==> config.mk <==
export PLATFORM = sky130hd
export DESIGN_NAME = cfg_autoload
export DESIGN_NICKNAME = d
export VERILOG_FILES = /design/src/rtl/cfg_autoload_pkg.sv /design/src/rtl/cfg_sk_divider.sv /design/src/rtl/cfg_ee_reader.sv /design/src/rtl/cfg_autoload.sv
export SDC_FILE = /design/constraint.sdc
export NUM_CORES = 1
export LEC_CHECK = 0
export ABC_AREA = 1
export BUFFER_PORTS_ARGS = -buffer_cell sky130_fd_sc_hd__buf_2
export CORE_MARGIN = 8
export CORE_UTILIZATION = 50
export CTS_BUF_LIST = sky130_fd_sc_hd__clkbuf_8
export CTS_CLUSTER_DIAMETER = 150
export DETAILED_ROUTE_END_ITERATION = 16
export PLACE_DENSITY = 0.75
export SYNTH_ARGS = -nofsm -noshare
export SYNTH_HDL_FRONTEND = slang
export SYNTH_SLANG_ARGS = --single-unit
export TNS_END_PERCENT = 30
==> constraint.sdc <==
create_clock -name clk -period 1.68 [get_ports clk]
set_input_delay 0.336 -clock clk [delete_from_list [all_inputs] [get_ports clk]]
set_output_delay 0.336 -clock clk [all_outputs]
set_load 0.02 [all_outputs]
==> src/rtl/cfg_autoload_pkg.sv <==
package cfg_autoload_pkg;

  localparam int CNT_W = 8;
  localparam int WORD_W = 16;
  localparam logic [2:0] EE_READ_OP = 3'b110;

  typedef enum logic [2:0] {
    SQ_STRAP,
    SQ_CNT_REQ,
    SQ_CNT_WAIT,
    SQ_WORD_REQ,
    SQ_WORD_WAIT,
    SQ_LO,
    SQ_HI,
    SQ_DONE
  } seq_state_t;

  // serial clocks per access: opcode, address, dummy, data
  function automatic int unsigned serial_bits(int unsigned abits);
    return 3 + abits + 1 + WORD_W;
  endfunction

  // byte offset of data word idx (1-based), low byte first
  function automatic int unsigned byte_offset(int unsigned idx, logic hi);
    return 2 * (idx - 1) + (hi ? 1 : 0);
  endfunction

endpackage

==> src/rtl/cfg_sk_divider.sv <==
module cfg_sk_divider #(
  parameter int CLK_DIV = 4
) (
  input  logic clk,
  input  logic rst_n,
  output logic tick
);
  localparam int CW = (CLK_DIV > 1) ? $clog2(CLK_DIV) : 1;

  logic [CW-1:0] cnt_q;

  assign tick = (cnt_q == CW'(CLK_DIV - 1));

  always_ff @(posedge clk or negedge rst_n) begin
    if (!rst_n) cnt_q <= '0;
    else if (tick) cnt_q <= '0;
    else cnt_q <= cnt_q + 1'b1;
  end

  assert_tick_period_R8: assert property (@(posedge clk) disable iff (!rst_n)
    tick |=> (CLK_DIV == 1) || !tick);
endmodule

==> src/rtl/cfg_ee_reader.sv <==
module cfg_ee_reader
  import cfg_autoload_pkg::*;
#(
  parameter int ADDR_BITS = 8,
  parameter int CLK_DIV   = 4
) (
  input  logic                 clk,
  input  logic                 rst_n,
  input  logic                 rd_start,
  input  logic [ADDR_BITS-1:0] rd_addr,
  output logic                 rd_ready,
  output logic                 rd_vld,
  output logic [WORD_W-1:0]    rd_data,
  output logic                 ee_cs,
  output logic                 ee_sk,
  output logic                 ee_di,
  input  logic                 ee_do
);
  localparam int TOT = serial_bits(ADDR_BITS);
  localparam int BW  = $clog2(TOT + 1);
  localparam int PAD = TOT - 3 - ADDR_BITS;

  typedef enum logic [1:0] {RD_IDLE, RD_SHIFT, RD_GAP} rd_state_t;

  rd_state_t         st_q;
  logic              tick;
  logic [TOT-1:0]    cmd_q;
  logic [BW-1:0]     bits_q;
  logic              gap_q;
  logic [WORD_W-1:0] data_q;
  logic              cs_q, sk_q, vld_q;
  logic              last_fall;

  cfg_sk_divider #(.CLK_DIV(CLK_DIV)) u_div (
    .clk  (clk),
    .rst_n(rst_n),
    .tick (tick)
  );

  assign last_fall = (st_q == RD_SHIFT) && tick && sk_q && (bits_q == BW'(TOT - 1));

  always_ff @(posedge clk or negedge rst_n) begin
    if (!rst_n) begin
      st_q   <= RD_IDLE;
      cmd_q  <= '0;
      bits_q <= '0;
      gap_q  <= 1'b0;
      data_q <= '0;
      cs_q   <= 1'b0;
      sk_q   <= 1'b0;
      vld_q  <= 1'b0;
    end else begin
      vld_q <= 1'b0;
      case (st_q)
        RD_IDLE: if (rd_start) begin
          cmd_q  <= {EE_READ_OP, rd_addr, {PAD{1'b0}}};
          bits_q <= '0;
          cs_q   <= 1'b1;
          sk_q   <= 1'b0;
          st_q   <= RD_SHIFT;
        end
        RD_SHIFT: if (tick) begin
          if (!sk_q) begin
            sk_q   <= 1'b1;
            data_q <= {data_q[WORD_W-2:0], ee_do};
          end else begin
            sk_q   <= 1'b0;
            cmd_q  <= cmd_q << 1;
            bits_q <= bits_q + 1'b1;
            if (last_fall) begin
              cs_q  <= 1'b0;
              vld_q <= 1'b1;
              gap_q <= 1'b0;
              st_q  <= RD_GAP;
            end
          end
        end
        RD_GAP: if (tick) begin
          gap_q <= 1'b1;
          if (gap_q) st_q <= RD_IDLE;
        end
        default: st_q <= RD_IDLE;
      endcase
    end
  end

  assign rd_ready = (st_q == RD_IDLE);
  assign rd_vld   = vld_q;
  assign rd_data  = data_q;
  assign ee_cs    = cs_q;
  assign ee_sk    = sk_q;
  assign ee_di    = cs_q & cmd_q[TOT-1];

  assert_sk_low_when_idle_R9: assert property (@(posedge clk) disable iff (!rst_n)
    !ee_cs |-> !ee_sk);
  assert_sk_moves_on_tick_R8: assert property (@(posedge clk) disable iff (!rst_n)
    !$stable(ee_sk) |-> $past(tick));
  assert_di_stable_while_sk_high_R2: assert property (@(posedge clk) disable iff (!rst_n)
    (ee_sk && $past(ee_sk)) |-> $stable(ee_di));
  assert_start_only_when_ready_R4: assert property (@(posedge clk) disable iff (!rst_n)
    rd_start |-> !ee_cs);
endmodule

==> src/rtl/cfg_autoload.sv <==
module cfg_autoload
  import cfg_autoload_pkg::*;
#(
  parameter int          CLK_DIV   = 4,
  parameter int          ADDR_BITS = 8,
  parameter int          SRAM_AW   = 16,
  parameter int unsigned BASE_ADDR = 32'h4010
) (
  input  logic               clk,
  input  logic               rst_n,
  input  logic               strap_cs_n,
  input  logic               ee_do,
  output logic               ee_cs,
  output logic               ee_sk,
  output logic               ee_di,
  output logic [SRAM_AW-1:0] sram_addr,
  output logic [7:0]         sram_wdata,
  output logic               sram_we,
  output logic               load_done
);
  seq_state_t           st_q;
  logic [CNT_W-1:0]     cnt_q, idx_q;
  logic [WORD_W-1:0]    word_q;
  logic                 rd_start, rd_ready, rd_vld;
  logic [WORD_W-1:0]    rd_data;
  logic [ADDR_BITS-1:0] rd_addr;
  logic                 want_read;

  assign want_read = (st_q == SQ_CNT_REQ) || (st_q == SQ_WORD_REQ);
  assign rd_start  = want_read && rd_ready;
  assign rd_addr   = (st_q == SQ_CNT_REQ) ? '0 : ADDR_BITS'(idx_q);

  cfg_ee_reader #(.ADDR_BITS(ADDR_BITS), .CLK_DIV(CLK_DIV)) u_rd (
    .clk     (clk),
    .rst_n   (rst_n),
    .rd_start(rd_start),
    .rd_addr (rd_addr),
    .rd_ready(rd_ready),
    .rd_vld  (rd_vld),
    .rd_data (rd_data),
    .ee_cs   (ee_cs),
    .ee_sk   (ee_sk),
    .ee_di   (ee_di),
    .ee_do   (ee_do)
  );

  always_ff @(posedge clk or negedge rst_n) begin
    if (!rst_n) begin
      st_q   <= SQ_STRAP;
      cnt_q  <= '0;
      idx_q  <= '0;
      word_q <= '0;
    end else begin
      case (st_q)
        SQ_STRAP:     st_q <= strap_cs_n ? SQ_DONE : SQ_CNT_REQ;
        SQ_CNT_REQ:   if (rd_start) st_q <= SQ_CNT_WAIT;
        SQ_CNT_WAIT:  if (rd_vld) begin
          cnt_q <= rd_data[WORD_W-1 -: CNT_W];
          idx_q <= CNT_W'(1);
          st_q  <= (rd_data[WORD_W-1 -: CNT_W] == '0) ? SQ_DONE : SQ_WORD_REQ;
        end
        SQ_WORD_REQ:  if (rd_start) st_q <= SQ_WORD_WAIT;
        SQ_WORD_WAIT: if (rd_vld) begin
          word_q <= rd_data;
          st_q   <= SQ_LO;
        end
        SQ_LO:        st_q <= SQ_HI;
        SQ_HI: begin
          if (idx_q == cnt_q) st_q <= SQ_DONE;
          else begin
            idx_q <= idx_q + 1'b1;
            st_q  <= SQ_WORD_REQ;
          end
        end
        SQ_DONE:      st_q <= SQ_DONE;
        default:      st_q <= SQ_DONE;
      endcase
    end
  end

  assign sram_we    = (st_q == SQ_LO) || (st_q == SQ_HI);
  assign sram_wdata = (st_q == SQ_HI) ? word_q[15:8] : word_q[7:0];
  assign sram_addr  = SRAM_AW'(BASE_ADDR + byte_offset(idx_q, st_q == SQ_HI));
  assign load_done  = (st_q == SQ_DONE);

  assert_done_sticky_R6: assert property (@(posedge clk) disable iff (!rst_n)
    load_done |=> load_done);
  assert_no_write_when_done_R6: assert property (@(posedge clk) disable iff (!rst_n)
    sram_we |-> !load_done);
  assert_write_in_window_R5: assert property (@(posedge clk) disable iff (!rst_n)
    sram_we |-> (32'(sram_addr) >= BASE_ADDR) &&
                (32'(sram_addr) < BASE_ADDR + 2 * 32'(cnt_q)));
  assert_bus_quiet_when_done_R1: assert property (@(posedge clk) disable iff (!rst_n)
    load_done |-> !ee_cs);
  assert_zero_count_ends_R7: assert property (@(posedge clk) disable iff (!rst_n)
    (rd_vld && st_q == SQ_CNT_WAIT && rd_data[15:8] == 8'd0) |=> load_done);
  assert_vld_only_when_waiting_R4: assert property (@(posedge clk) disable iff (!rst_n)
    rd_vld |-> (st_q == SQ_CNT_WAIT) || (st_q == SQ_WORD_WAIT));
endmodule

# Yosys cells after proc, flatten, opt, wreduce, memory -nomap -nowiden
# Cells that the tools add are included.
dict set report classes {
  muxes 45
  n_addsub 6
  n_lt_le_gt_ge 0
  n_eq_ne 23
  shifts 0
  n_mul 0
  n_bitwise 2
  n_div 0
  reduce_logical 22
}
# cell count
set op_table {}
lappend op_table {{two-way mux 28 bit} 3}
lappend op_table {{case mux 28 bit (2 select lines)} 1}
lappend op_table {{two-way mux 8 bit} 4}
lappend op_table {{case mux 3 bit (8 select lines)} 1}
lappend op_table {{two-way mux 3 bit} 7}
lappend op_table {{adder 16 x 11 -> 16 bit (first input constant)} 1}
lappend op_table {{case mux 8 bit (2 select lines)} 1}
lappend op_table {{two-way mux 5 bit} 3}
lappend op_table {{two-way mux 2 bit} 7}
lappend op_table {{!= test 2 x 1 -> 1 bit (second input constant)} 7}
lappend op_table {{two-way mux 1 bit} 13}
lappend op_table {{== test 3 bit (second input constant)} 4}
lappend op_table {{adder 10 x 2 -> 11 bit} 1}
lappend op_table {{case mux 5 bit (2 select lines)} 1}
lappend op_table {{AND reduction 5 bit} 2}
lappend op_table {{AND reduction 3 bit} 3}
lappend op_table {{subtractor 8 x 1 -> 9 bit (second input constant)} 1}
lappend op_table {{adder 8 x 1 -> 8 bit (second input constant)} 1}
lappend op_table {{== test 8 bit} 1}
lappend op_table {{zero test 8 bit} 1}
lappend op_table {{!= test 2 bit (second input constant)} 4}
lappend op_table {{AND reduction 4 bit} 2}
lappend op_table {{== test 3 x 2 -> 1 bit (second input constant)} 2}
lappend op_table {{case mux 1 bit (2 select lines)} 3}
lappend op_table {{16 further kinds} 24}
dict set report totals {
  n_memories 0
  output_inout_bits 29
  wordCells 111
  in_bits 4
  ramBits 0
  latch_bits 0
  register_bits 92
  rom_bits 0
}

# Depth between registers and ports, before layout
dict set report logic_depth {
  ltp_word 8
  depth_mapped 11
  mapped_depth_nobuf 11
}

# By module
# A second synthesis with hierarchy kept.
dict set report hier_totals {
  hier_cells 530
  area_unflattened_um2 4077.7
}
# module n_inst seq_area_each_um2 area_per_inst_um2 cells_per_inst
set by_module_without_submodules {}
lappend by_module_without_submodules {cfg_autoload 1 875.8 2306.0 318}
lappend by_module_without_submodules {cfg_ee_reader 1 950.9 1705.4 208}
lappend by_module_without_submodules {cfg_sk_divider 1 50.0 66.3 4}

# Least setup slack after synthesis
# Ideal clock, no wire load.
dict set report synth_path {
  path_type {flip-flop to output port}
  start {reg idx_q[0]}
  end {out sram_addr[14]}
  path_slack_ns -0.566
  path_stages_with_launch 8
  t_required_ns 1.344
  arrival_time_ns 1.910
  path_buffers 0
  path_cell_list {dfrtp_1 -> inv_2 -> ha_1 -> nand3_2 -> xor2_1 -> ha_1 -> a21boi_1 -> inv_1}
}
dict set report synth_between {
  elab_chain_cells 3
}
# element line
set synth_lines {}
lappend synth_lines {{start: declaration} cfg_autoload.sv:22} ;# logic [CNT_W-1:0] cnt_q, idx_q;
lappend synth_lines {{start signal: assignment} cfg_autoload.sv:71} ;# idx_q <= idx_q + 1'b1;
lappend synth_lines {{subtractor 8 x 1 -> 9 bit} cfg_autoload_pkg.sv:25} ;# return 2 * (idx - 1) + (hi ? 1 : 0);
lappend synth_lines {{adder 10 x 2 -> 11 bit} cfg_autoload_pkg.sv:25}
lappend synth_lines {{adder 16 x 11 -> 16 bit} cfg_autoload.sv:83} ;# assign sram_addr = SRAM_AW'(BASE_ADDR + byte_offset(idx_q, st_q == SQ_HI));
lappend synth_lines {{end: declaration} cfg_autoload.sv:16} ;# output logic [SRAM_AW-1:0] sram_addr,
# Every way passes these cells.

# Final worst setup path
# Ends and elaborated chain as after synthesis.

==> impl_results.md <==
* Final slew viol count at 0
* Warnings, synthesis at 0
* Top cell type by total area after synthesis: dfrtp_1
* Num Clock Sinks at 75
* Synthesis-stage register bit count at 75
* Layout cells sized above 1 at 26.9%
* Largest cells by area after synthesis: dfrtp_1 48%, nand2_1 14%, o21ai_0 7.1%
* Worst slack after detailed placement at -0.221 ns
* Final GP Congestion at 0.806
* Layout Cell Area excl Fill at 0.00488 mm2
* Highest clock rate at 0.440 GHz
* # port buffers at 31
* DIE AREA at 0.0110 mm2
* Largest net degree at the start of global routing at 70
* Critical Setup Path Class: register to primary output
* Largest buffer count on any clock path at 2
* Top-Level Pins at 33
* Hold Crit Class: input port to register
* Final setup violation count at 22
* Failing checks: negative setup slack
* All-layer global routing usage at 15.9%
* Total placed instance area at 0.00443 mm2
* Clk root buf: clkbuf_8
* Vias in the first global route at 3273
* H-tree depth reported by CTS at 3
* Die Width at 105 um
* Area growth from synthesis to final layout at 23.5%
* TNS Setup at -7.23 ns
* Commonest cells in the netlist: 148 x nand2_1, 75 x dfrtp_1, 56 x o21ai_0
* Async set-reset flop share out of synthesis at 100%
* Number of remaining DRC errors at 0
* Synthesized area divided by synthesized cell count at 8.16 um2
* Most common cell in the netlist: nand2_1
* Remaining antenna violation count after routing at 0
* Number of diodes added for antenna fixing at 0
* Type of origin of the critical path: register
* Post-Synthesis Cell Area at 0.00395 mm2
* Cells after synthesis at 484
* CTS tree: yes
* Crit path capture type: primary output
* First-pass GRT wire length at 14.6 mm
* Final routed wirelength across all metal layers at 8.39 mm
* Cell area power density at 690 mW/mm2
* Count of different cell masters after synthesis at 38
* Overall power of the completed layout at 0.00337 W
* Vertical die dimension at 105 um
* Fin crit period at 2.27 ns
* Peak supply drop at 0.551 mV
* Number of nets at the end of the flow at 555
* Number of antenna violations at the first check in global routing at 0
* Syn nets at 493
* 1st-iter DRT viols at 233
* Arrival time reported for the critical path endpoint at 1.93 ns
* Via Count at 3334
* Post-synth top area share at 47.5%
* Post-detailed-route wirelength per cell at 12.9 um
* Required time at the worst-slack endpoint at 1.34 ns
* Via-to-Cell Ratio at 5.11
* Number of rows created at floorplan at 32
* GR Overflow Total at 0
* Total half-perimeter wirelength after legalization and detailed placement at 5.92 mm
* Fraction of the cycle the final worst path needs at 135%
* Critical Path Fanout Max at 3
* Least setup slack across all paths after layout at -0.591 ns
* Core area at 0.00769 mm2
* Clock transition time at the flip-flop clock pins of the worst setup and hold paths at 0.07 ns
* RSZ-0062 raised after global routing: yes
* Max-cap viol count at 0
* Count of flip-flops with a built-in enable after synthesis at 0
* Result of the run: complete, but fails checks
* Clock Skews at 0.00849 ns
* Portion of the post-synthesis area used by sequential elements at 47.5%
* Static Leakage at 2.45 nW
* Pre-antenna DRT Iters at 4
* Number of clock buffers inserted by TritonCTS at 9
* Starting density of the core at 51.4%
* Final hold violation count at 0
* Clock latency reported for the late side of the worst-skew pair at 0.35 ns
* Primary flip-flop cell chosen by synthesis mapping: dfrtp_1
layout by cell type (no fill, tap or decap), types with 3 or more instances in the layout:
cell	count
nand2_2	10
buf_2	17
xor2_1	7
a21oi_1	6
o21ai_0	54
inv_1	46
xnor2_1	5
o21ai_1	3
nand4_1	9
buf_4	34
nand2_1	143
nor2_1	21
buf_6	15
clkbuf_8	10
nand3_1	26
o21ai_2	13
nand2_4	4
inv_2	13
dfrtp_1	73
xor2_2	3
repair_timing:
| item | in CTS | in global routing |
|---|---|---|
| endpoints found under the setup margin | 23 | 28 |
| gates resized for setup | 34 | 22 |
| pin swaps | 10 | 12 |
| hold endpoints to repair | 6 | 0 |
| hold buffers | 1 | 0 |
| buffers inserted | 2 | 3 |
cells by family (layout without fill, tap and decap cells):
| kind of cell | after synthesis | count (layout) | share of synthesized area (%) |
|---|---|---|---|
| compound gates | 82 | 82 | 12.5 |
| xor+xnor | 16 | 16 | 3.93 |
| fa+ha+maj | 5 | 5 | 1.58 |
| buf+inv | 77 | 144 | 8.27 |
| flops | 75 | 75 | 47.5 |
| other cells | 1 | 1 | 0.0950 |
| simple gates | 228 | 228 | 26.1 |
power breakdown:
part | switching [W] | internal [W]
sequential | 0.000000263 | 0.00181
clock | 0.000647 | 0.000866
combinational | 0.0000379 | 0.00000933
total | 0.000686 | 0.00268
per-layer routing:
layer,up-vias,global-route usage [%],wire length (um)
li1,1663,-,-
met1,1569,19.5,3770
met2,82,25.8,4030
met3,20,4.05,341
met4,0,6.93,255
met5,-,0,0
path summary, 6_finish.rpt:
check | slack (ns) | end | startpoint | depth (start not counted)
max in group asynchronous | 0.71 | idx_q[0]$_DFFE_PN0P_ | rst_n | 3
worst min register to register | 0.44 | u_rd.u_div.cnt_q[0]$_DFF_PN0_ | u_rd.u_div.cnt_q[0]$_DFF_PN0_ | 1
worst min-delay path | 0.24 | u_rd.rd_data[0]$_DFFE_PN0P_ | ee_do | 3
worst max register to register | 0.12 | idx_q[2]$_DFFE_PN0P_ | idx_q[4]$_DFFE_PN0P_ | 11
min in group asynchronous | 0.35 | u_rd.rd_data[4]$_DFFE_PN0P_ | rst_n | 2
worst max-delay path | -0.59 | sram_addr[14] | idx_q[0]$_DFFE_PN0P_ | 9
final cells by class:
class,count,area (um2)
inverters,59,228
repair buffers,69,559
clock inverters,6,81.3
multi-input cells,332,1860
well taps,102,128
clock buffers,10,138
flip-flops and latches,75,1880
fillers,692,2810
critical path, stage by stage, from the launching register on:
cell and delay [ns]:
dfrtp_2 0.43, inv_4 0.08, ha_4 0.14, nand3_4 0.10, xor2_2 0.19, ha_2 0.21, buf_6 0.13, a21boi_4 0.14
inv_2 0.05, buf_6 0.12
metrics by stage:
stage | util, % | hold slack, ns | instances
after global routing | 63.4 | 0.235 | 653
after CTS | 62.3 | 0.237 | 650
final | 63.4 | 0.241 | 653
after detailed placement | 57.6 | 0.186 | 631
after floorplan | - | 0.0404 | 484
after global placement | 57.6 | 0.184 | 631
flip-flops by register name, indices dropped and copies added (netlist names), 2 cells and up:
signal and count:
u_rd.u_div.cnt_q 2, idx_q 8, u_rd.bits_q 5, cnt_q 8, st_q 3, word_q 16, u_rd.rd_data 16, u_rd.cmd_q 11
u_rd.st_q 2
Power figures use the tool's default switching activity.
